<file path="config.mk">
export PLATFORM = sky130hd
export DESIGN_NAME = narrow_edge_filter
export DESIGN_NICKNAME = d
export VERILOG_FILES = /design/src/rtl/nef_pkg.sv /design/src/rtl/nef_lane.sv /design/src/rtl/nef_stage.sv /design/src/rtl/narrow_edge_filter.sv
export SDC_FILE = /design/constraint.sdc
export NUM_CORES = 2
export LEC_CHECK = 0
export BUFFER_PORTS_ARGS = -buffer_cell sky130_fd_sc_hd__buf_2
export CORE_ASPECT_RATIO = 0.5
export CORE_MARGIN = 10
export CORE_UTILIZATION = 66
export CTS_BUF_LIST = sky130_fd_sc_hd__clkbuf_4 sky130_fd_sc_hd__clkbuf_8
export DETAILED_ROUTE_END_ITERATION = 8
export PLACE_DENSITY = 0.86
export SLEW_MARGIN = 20
export SYNTH_ARGS = -nofsm -noshare
export SYNTH_HDL_FRONTEND = slang
export SYNTH_SLANG_ARGS = --single-unit
</file>
<file path="constraint.sdc">
create_clock -name clk -period 36.9 [get_ports clk]
set_clock_uncertainty 0.15 [all_clocks]
set_input_delay 1.845 -clock clk [delete_from_list [all_inputs] [get_ports clk]]
set_output_delay 1.845 -clock clk [all_outputs]
set_load 0.005 [all_outputs]
</file>
<file path="src/rtl/nef_pkg.sv">
package nef_pkg;

    localparam int PIX_W = 8;

    typedef logic        [PIX_W-1:0] upix_t;
    typedef logic signed [PIX_W-1:0] spix_t;
    typedef logic signed [PIX_W:0]   wide_t;

    localparam spix_t SMAX = {1'b0, {(PIX_W-1){1'b1}}};
    localparam spix_t SMIN = {1'b1, {(PIX_W-1){1'b0}}};
    localparam upix_t TOP_BIT = {1'b1, {(PIX_W-1){1'b0}}};

    typedef struct packed {
        upix_t p1;
        upix_t p0;
        upix_t q0;
        upix_t q1;
    } quad_t;

    function automatic wide_t widen(spix_t a);
        return {a[PIX_W-1], a};
    endfunction

    function automatic spix_t clamp(wide_t v);
        if (v > widen(SMAX)) return SMAX;
        if (v < widen(SMIN)) return SMIN;
        return v[PIX_W-1:0];
    endfunction

    function automatic spix_t sadd(spix_t a, spix_t b);
        return clamp(widen(a) + widen(b));
    endfunction

    function automatic spix_t ssub(spix_t a, spix_t b);
        return clamp(widen(a) - widen(b));
    endfunction

    function automatic spix_t to_signed(upix_t u);
        return spix_t'(u ^ TOP_BIT);
    endfunction

    function automatic upix_t to_unsigned(spix_t s);
        return upix_t'(s) ^ TOP_BIT;
    endfunction

endpackage

</file>
<file path="src/rtl/nef_lane.sv">
module nef_lane
    import nef_pkg::*;
(
    input  quad_t pix_i,
    input  logic  en_i,
    input  logic  hv_i,
    output quad_t pix_o
);

    spix_t sp1, sp0, sq0, sq1;
    spix_t base_d, step_d, acc1_d, acc2_d, acc3_d, filt_d;
    spix_t t1_d, t2_d, adj_d;
    wide_t adj_sum;

    always_comb begin
        sp1 = to_signed(pix_i.p1);
        sp0 = to_signed(pix_i.p0);
        sq0 = to_signed(pix_i.q0);
        sq1 = to_signed(pix_i.q1);

        base_d = hv_i ? ssub(sp1, sq1) : '0;
        step_d = ssub(sq0, sp0);
        acc1_d = sadd(base_d, step_d);
        acc2_d = sadd(acc1_d, step_d);
        acc3_d = sadd(acc2_d, step_d);
        filt_d = en_i ? acc3_d : '0;

        t1_d = sadd(filt_d, spix_t'(4)) >>> 3;
        t2_d = sadd(filt_d, spix_t'(3)) >>> 3;

        adj_sum = widen(t1_d) + wide_t'(1);
        adj_d   = hv_i ? '0 : adj_sum[PIX_W:1];

        pix_o.q0 = to_unsigned(ssub(sq0, t1_d));
        pix_o.p0 = to_unsigned(sadd(sp0, t2_d));
        pix_o.q1 = to_unsigned(ssub(sq1, adj_d));
        pix_o.p1 = to_unsigned(sadd(sp1, adj_d));
    end

    // a disabled lane passes all pixels through
    always_comb begin
        if (!en_i)
            p_mask_pass_r1: assert (pix_o == pix_i)
                else $error("R1 disabled lane altered pixels");
    end

    // the inner steps differ by the rounding offset only
    always_comb begin
        p_step_gap_r5: assert ((t1_d == t2_d) || (t1_d == t2_d + spix_t'(1)))
            else $error("R5 inner step gap out of range");
    end

    // high variance leaves the outer pair untouched
    always_comb begin
        if (hv_i)
            p_outer_hold_r6: assert ((pix_o.p1 == pix_i.p1) && (pix_o.q1 == pix_i.q1))
                else $error("R6 outer pixel moved under high variance");
    end

endmodule

</file>
<file path="src/rtl/nef_stage.sv">
module nef_stage #(
    parameter int DATA_W = 32
) (
    input  logic              clk,
    input  logic              rst_n,
    input  logic              valid_i,
    input  logic [DATA_W-1:0] data_i,
    output logic              valid_o,
    output logic [DATA_W-1:0] data_o
);

    typedef struct packed {
        logic              vld;
        logic [DATA_W-1:0] dat;
    } stage_t;

    stage_t st_d, st_q;

    always_comb begin
        st_d     = st_q;
        st_d.vld = valid_i;
        if (valid_i) st_d.dat = data_i;
    end

    always_ff @(posedge clk) begin
        if (!rst_n) st_q <= '0;
        else        st_q <= st_d;
    end

    assign valid_o = st_q.vld;
    assign data_o  = st_q.dat;

    p_valid_lat_r8: assert property (@(posedge clk) disable iff (!rst_n)
        valid_i |=> valid_o)
        else $error("R8 valid not delivered one cycle later");

    p_idle_hold_r8: assert property (@(posedge clk) disable iff (!rst_n)
        !valid_i |=> ($stable(data_o) && !valid_o))
        else $error("R8 outputs changed without a valid input");

endmodule

</file>
<file path="src/rtl/narrow_edge_filter.sv">
module narrow_edge_filter
    import nef_pkg::*;
#(
    parameter int LANES   = 16,
    parameter bit REG_OUT = 1'b1
) (
    input  logic                   clk,
    input  logic                   rst_n,
    input  logic                   in_valid,
    input  logic [PIX_W*LANES-1:0] p1_i,
    input  logic [PIX_W*LANES-1:0] p0_i,
    input  logic [PIX_W*LANES-1:0] q0_i,
    input  logic [PIX_W*LANES-1:0] q1_i,
    input  logic [LANES-1:0]       en_i,
    input  logic [LANES-1:0]       hv_i,
    output logic                   out_valid,
    output logic [PIX_W*LANES-1:0] p1_o,
    output logic [PIX_W*LANES-1:0] p0_o,
    output logic [PIX_W*LANES-1:0] q0_o,
    output logic [PIX_W*LANES-1:0] q1_o
);

    localparam int BUS_W  = PIX_W * LANES;
    localparam int DATA_W = 4 * BUS_W;

    logic [BUS_W-1:0]  np1, np0, nq0, nq1;
    logic [DATA_W-1:0] comb_data, out_data;

    for (genvar g = 0; g < LANES; g++) begin : g_lane
        quad_t lin, lout;
        assign lin.p1 = p1_i[g*PIX_W +: PIX_W];
        assign lin.p0 = p0_i[g*PIX_W +: PIX_W];
        assign lin.q0 = q0_i[g*PIX_W +: PIX_W];
        assign lin.q1 = q1_i[g*PIX_W +: PIX_W];

        nef_lane u_lane (
            .pix_i (lin),
            .en_i  (en_i[g]),
            .hv_i  (hv_i[g]),
            .pix_o (lout)
        );

        assign np1[g*PIX_W +: PIX_W] = lout.p1;
        assign np0[g*PIX_W +: PIX_W] = lout.p0;
        assign nq0[g*PIX_W +: PIX_W] = lout.q0;
        assign nq1[g*PIX_W +: PIX_W] = lout.q1;
    end

    assign comb_data = {nq1, nq0, np0, np1};

    if (REG_OUT) begin : g_reg
        nef_stage #(.DATA_W(DATA_W)) u_stage (
            .clk     (clk),
            .rst_n   (rst_n),
            .valid_i (in_valid),
            .data_i  (comb_data),
            .valid_o (out_valid),
            .data_o  (out_data)
        );

        for (genvar g = 0; g < LANES; g++) begin : g_chk
            // disabled lane is passed through, whatever its neighbours do
            p_lane_pass_r9: assert property (@(posedge clk) disable iff (!rst_n)
                (in_valid && !en_i[g]) |=>
                    (p0_o[g*PIX_W +: PIX_W] == $past(p0_i[g*PIX_W +: PIX_W]) &&
                     q0_o[g*PIX_W +: PIX_W] == $past(q0_i[g*PIX_W +: PIX_W])))
                else $error("R9 disabled lane changed after register");
        end
    end else begin : g_comb
        assign out_valid = in_valid;
        assign out_data  = comb_data;
    end

    assign p1_o = out_data[0*BUS_W +: BUS_W];
    assign p0_o = out_data[1*BUS_W +: BUS_W];
    assign q0_o = out_data[2*BUS_W +: BUS_W];
    assign q1_o = out_data[3*BUS_W +: BUS_W];

endmodule

</file>
## Yosys cells after proc, flatten, opt, wreduce, memory -nomap -nowiden

Index checks and enable logic that the tools add are counted.

| storage, ports and cells | value |
|---|---|
| bits in registers | 513 |
| input bits | 547 |
| output and inout port bits | 513 |
| logic and storage cells | 1954 |

| operators by class | value |
|---|---|
| $add $sub $neg | 192 |
| magnitude comparators | 352 |
| muxes and demuxes | 1280 |
| bitwise operators | 128 |

Operators with widths:

| operator | number |
|---|---|
| 2-to-1 mux 8 bit | 752 |
| greater-than comparator 9 x 8 -> 1 bit, second input constant | 176 |
| less-than comparator 9 x 8 -> 1 bit, second input constant | 176 |
| adder 8 x 8 -> 9 bit | 64 |
| 2-to-1 mux 1 bit | 528 |
| subtractor 8 x 8 -> 9 bit | 48 |
| adder 8 x 3 -> 9 bit, second input constant | 16 |
| adder 8 x 4 -> 9 bit, second input constant | 16 |
| adder 8 x 5 -> 9 bit | 16 |
| subtractor 8 x 5 -> 9 bit | 16 |
| NOT 1 bit | 128 |
| adder 5 x 2 -> 6 bit, second input constant | 16 |

## Depth between registers and ports, before layout

| logic depth | value |
|---|---|
| depth in word-level cells | 42 |
| gate-level depth with buffers | 72 |
| depth with buffers taken out | 70 |

## Cells and area by module

From an unflattened synthesis, not the netlist that was laid out.

| unflattened totals | value |
|---|---|
| cells, all modules | 10683 |
| area total of the unflattened synthesis | 84121.9 µm² |

By module, submodules not included:

| module | times used | cells each | area an instance (µm²) | sequential area each (µm²) |
|---|---|---|---|---|
| nef_lane at g_lane[15].u_lane ... | 8 | 584 | 4139.0 | 0.0 |
| nef_stage | 1 | 1652 | 19667.6 | 10269.8 |
| nef_lane at g_lane[0].u_lane ... | 5 | 534 | 3861.2 | 0.0 |
| nef_lane at g_lane[9].u_lane | 1 | 589 | 4177.8 | 0.0 |
| nef_lane at g_lane[14].u_lane | 1 | 551 | 3936.3 | 0.0 |
| nef_lane at g_lane[6].u_lane | 1 | 549 | 3922.5 | 0.0 |

## Worst setup path before layout

Ideal clock, no wire load.

| timing path | value |
|---|---|
| path kind | input to register |
| start | input p1_i[64] |
| end | register g_reg.u_stage.st_q, in the netlist g_reg.u_stage.data_o[194] |
| library setup time | 70 ps |
| arrival | 13876 ps |
| data required time | 36680 ps |
| path slack | 22804 ps |
| cell stages on the path | 65 |
| path buffers | 2 |
| path through | inv_1 > ha_1 > fa_1 > nor2b_1 > o21ai_0 > nand2b_1 > a21o_1 > a21o_1 > a2111oi_0 > a21oi_1 > o21ai_0 > a21oi_1 > ha_1 > a21o_1 > a21o_1 > a21o_1 > a21oi_1 > o21bai_1 > (+29 left out) > mux2i_1 > o21ai_0 > or4_1 > or4_1 > a21oi_1 > nand2b_1 > ha_1 > inv_1 > fa_1 > inv_1 > a21oi_1 > o21bai_1 > a21oi_1 > o21bai_1 > a211oi_1 > mux2_2 > maj3_1 > a21oi_1 |

| on the way | value |
|---|---|
| cells in the longest elaborated chain, start to end | 38 |
| elaborated cells on any way between the ends | 56 |
| classes of those cells | add/sub (6); order compare (12); mux (38) |

Ends and longest elaborated chain:

| item | RTL line | source |
|---|---|---|
| start: declaration | narrow_edge_filter.sv:10 | `input logic [PIX_W*LANES-1:0] p1_i,` |
| subtractor 8 x 8 -> 9 bit (*) | nef_pkg.sv:35 | `return clamp(widen(a) - widen(b));` |
| less-than comparator 9 x 8 -> 1 bit | nef_pkg.sv:26 | `if (v < widen(SMIN)) return SMIN;` |
| 2-to-1 mux 1 bit (2 in series) | nef_pkg.sv:26 |  |
| 2-to-1 mux 8 bit | nef_pkg.sv:27 | `return v[PIX_W-1:0];` |
| 2-to-1 mux 8 bit (*) | nef_pkg.sv:26 |  |
| 2-to-1 mux 8 bit (*) | nef_lane.sv:21 | `base_d = hv_i ? ssub(sp1, sq1) : '0;` |
| adder 8 x 8 -> 9 bit (*) | nef_pkg.sv:31 | `return clamp(widen(a) + widen(b));` |
| less-than comparator 9 x 8 -> 1 bit | nef_pkg.sv:26 |  |
| (+19 left out) | -- |  |
| 2-to-1 mux 1 bit (2 in series) | nef_pkg.sv:26 |  |
| 2-to-1 mux 8 bit | nef_pkg.sv:27 |  |
| 2-to-1 mux 8 bit (*) | nef_pkg.sv:26 |  |
| adder 8 x 5 -> 9 bit (*) | nef_pkg.sv:31 |  |
| less-than comparator 9 x 8 -> 1 bit | nef_pkg.sv:26 |  |
| 2-to-1 mux 1 bit (2 in series) | nef_pkg.sv:26 |  |
| 2-to-1 mux 8 bit | nef_pkg.sv:27 |  |
| 2-to-1 mux 8 bit (*) | nef_pkg.sv:26 |  |
| end signal: assignment | nef_stage.sv:27 | `else st_q <= st_d;` |
| end: declaration | nef_stage.sv:17 | `stage_t st_d, st_q;` |

Every way passes the cells marked *; elsewhere a longest branch is shown, timed or not. The select of a mux whose other input is x is not followed.
A chain may end at the register's enable or synchronous reset.

## Final worst setup path

| timing path | value |
|---|---|
| start | input q1_i[17] |
| end | register g_reg.u_stage.st_q, in the netlist g_reg.u_stage.data_o[403] |

| on the way | value |
|---|---|
| cells in the longest elaborated chain, start to end | 40 |
| elaborated cells on any way between the ends | 58 |
| classes of those cells | add/sub (7); order compare (12); mux (39) |

Ends and longest elaborated chain:

| item | RTL line | source |
|---|---|---|
| start: declaration | narrow_edge_filter.sv:13 | `input logic [PIX_W*LANES-1:0] q1_i,` |
| subtractor 8 x 8 -> 9 bit | nef_pkg.sv:35 |  |
| less-than comparator 9 x 8 -> 1 bit | nef_pkg.sv:26 |  |
| 2-to-1 mux 1 bit (2 in series) | nef_pkg.sv:26 |  |
| 2-to-1 mux 8 bit | nef_pkg.sv:27 |  |
| 2-to-1 mux 8 bit | nef_pkg.sv:26 |  |
| 2-to-1 mux 8 bit | nef_lane.sv:21 |  |
| adder 8 x 8 -> 9 bit | nef_pkg.sv:31 |  |
| less-than comparator 9 x 8 -> 1 bit | nef_pkg.sv:26 |  |
| (+22 left out) | -- |  |
| 2-to-1 mux 8 bit | nef_pkg.sv:26 |  |
| adder 5 x 2 -> 6 bit | nef_lane.sv:31 | `adj_sum = widen(t1_d) + wide_t'(1);` |
| 2-to-1 mux 8 bit | nef_lane.sv:32 | `adj_d = hv_i ? '0 : adj_sum[PIX_W:1];` |
| subtractor 8 x 8 -> 9 bit (*) | nef_pkg.sv:35 |  |
| less-than comparator 9 x 8 -> 1 bit | nef_pkg.sv:26 |  |
| 2-to-1 mux 1 bit (2 in series) | nef_pkg.sv:26 |  |
| 2-to-1 mux 8 bit | nef_pkg.sv:27 |  |
| 2-to-1 mux 8 bit (*) | nef_pkg.sv:26 |  |

Marked as above.

==> key figures <==
Outcome
  – Status: finished, final reports clean

Timing
  – Worst Slack Setup Final: 21,710 ps
  – Rel. slew slack: 0.311
  – Setup violations, final: 0
  – Final Hold Fails: 0
  – Worst-Margin Slew: 1030 ps
  – Final TNS setup: 0 ps
  – Final hold slack: 302 ps
  – Fmax: 65.8 MHz
  – Fin crit period: 15,190 ps
  – Max-slew violation count: 0
  – Final Cycle Share: 0.412
  – RSZ-0062 raised after global routing: no

Floorplanning
  – Core box area: 118,000 um2
  – Ports: between 1,000 and 1,500
  – Die width: 508 um
  – Total die area: roughly 130,000 um2
  – DIE HEIGHT: between 200 and 300 um
  – Initial Util: 0.666
  – Row cnt: 89

Route
  – Routed WL per cell: 19.2 um
  – Vias per inst: around 6
  – DR pass1 iterations: 5
  – Vias: 78,400
  – Post-route DRC: 0
  – Final ANT Viol Nets: 0
  – DRT Wirelength: 250 mm
  – Starting DRC count in detailed routing: 5,602

Placement
  – Pre-CTS setup slack: 21,150 ps
  – Placed Area: 85,100 um2
  – I/O Buffers: 1,059
  – Final Wtd Congestion: 0.999
  – Dpl hpwl: 203 mm

Global route
  – Largest net degree at the start of global routing: 116
  – GRT Util Overall: 0.348
  – Vias in the first global route: 75,900
  – First-pass GRT wire length: 390 mm
  – Congestion Overflow GR: 0
  – Antenna violations before repair: 112

Synthesis
  – Largest area contributor in the netlist: ha_1
  – #FFs+latches synth: 513
  – Synth unique cells: 122
  – Area share of the largest cell type after synthesis: 0.195
  – Top FF cell, synth: dfxtp_1
  – Post-synth EDFFs: 0
  – Synth Instances: 10,300
  – Ys Warns: 0
  – Asr flop ratio synth: 0
  – Register area share after synthesis: 0.131
  – Largest cells by area after synthesis: ha_1 (19%), dfxtp_1 (13%), a21oi_1 (8.7%)
  – Synthesized area: slightly below 80,000 um2
  – Mapped Avg Cell Area: 7.63 um2
  – Mapped Nets: ~12,000

Setup path
  – Data required, critical path: 37,400 ps
  – Worst Reg-to-Reg Cells: 2
  – CP arrival: 15,690 ps
  – Critical Path Max Stage Delay: 750 ps
  – Critical Path End Type: flip-flop
  – Worst-path maximum fanout: 12
  – Cell mode on critical path: a21oi_1
  – Crit start category: input pin
  – WS Path Type: input pin to flip-flop
  – Worst path slowest cell: a31oi_1

Final layout
  – Nets: 13,100
  – FF/Latch Area: 10,300 um2
  – Design area: 87,400 um2
  – Footprint of the multi-input gates: ~63,000 um2
  – Share of layout cells above drive strength 1: 0.126
  – Area growth, synth to finish: 11.2%
  – Fillers: 9,469

CTS
  – Clock transition at the registers of the reported paths: ~80 ps
  – Total CTS buffers: 83
  – Htree depth: 3
  – Cts hold-fix bufs: 0
  – CTS root buffer: clkbuf_8
  – Setup bufs post-CTS: 0
  – CTS tree: done
  – Clock tree sinks: 513
  – Clock network latency to the later pin of the worst-skew pair: 800 ps
  – Clk buf depth: 3
  – CTS resizes: 0

Job
  – Max-cap violations: 0

Hold path
  – Hold Path Class: flip-flop to flip-flop
  – Hold Path Depth: 2
[worst max-delay path: cells and delay by family]
kind            cells  cell delay (ps)
simple gates       16             2480
buf+inv             5              430
xor+xnor            4              910
fa+ha+maj           9             2660
compound gates     32             7350
[placed cells by master (no fill, tap or decap), types with 201 or more instances in the layout]
cell type	count
dfxtp_1	513
nor2_1	531
o21bai_1	201
ha_1	1223
xnor2_1	713
a21o_1	407
a21oi_1	1373
maj3_1	442
nor2b_1	282
buf_2	1057
xor2_1	228
nand2_1	439
nand2b_1	230
inv_1	1087
o21ai_0	930
[state kept, by name, indices dropped and copies added, names as in the netlist]
signal and count:
g_reg.u_stage.data_o 512, g_reg.u_stage.valid_o 1
[stage by stage]
stage | cells | util
after CTS | 12900 | 0.738
after detailed placement | 12700 | 0.721
final | 13000 | 0.740
after global routing | 13000 | 0.740
after global placement | 12700 | 0.721
after floorplan | 10300 | -
[worst paths after layout]
kind	end	slack, ps	from
worst max-delay path	g_reg.u_stage.data_o[403]	21710	q1_i[17]
worst min-delay path	g_reg.u_stage.data_o[273]	300	g_reg.u_stage.data_o[273]
worst max register to register	g_reg.u_stage.data_o[305]	35720	g_reg.u_stage.data_o[305]
worst min register to register	g_reg.u_stage.data_o[273]	300	g_reg.u_stage.data_o[273]
[Yosys cell counts, types with 123 or more instances]
master,number
a21o_1,407
xor2_1,228
o21ai_0,930
nand2b_1,230
maj3_1,442
inv_1,1088
nor2_1,532
nand2_1,439
ha_1,1223
clkbuf_1,235
nor2b_1,282
fa_1,141
a21oi_1,1373
xnor2_1,713
dfxtp_1,513
nand3_1,123
o21bai_1,201
[routing by layer]
layer  global-route usage  wire length (um)  vias to the layer above
met1                0.396             98200                    36600
li1                     -                 -                    38400
met4                0.228             17400                        8
met5                    0                56                        -
met2                0.603            119000                     2612
met3               0.0577             15200                      780
[layout make-up]
cell class / instances / area share
Clock buffer: 114 / 0.0171
Antenna cell: 112 / 0.00321
Inverter: 1092 / 0.0470
Timing Repair Buffer: 1076 / 0.0623
Multi-Input combinational cell: 8451 / 0.724
Tap cell: 1592 / 0.0228
Clock inverter: 40 / 0.00561
Sequential cell: 513 / 0.118
[logic make-up after synthesis]
group,synth area share
AOI/OAI and AO/OA,0.269
and+or+nand+nor,0.135
adders and majority gates,0.289
buffers and inverters,0.0642
xor gates and xnor gates,0.106
DFF,0.131
muxes,0.00570
Power is left out: the tool's default activity adds up to more than one toggle a clock period on the data nets, which glitch-free logic cannot reach.
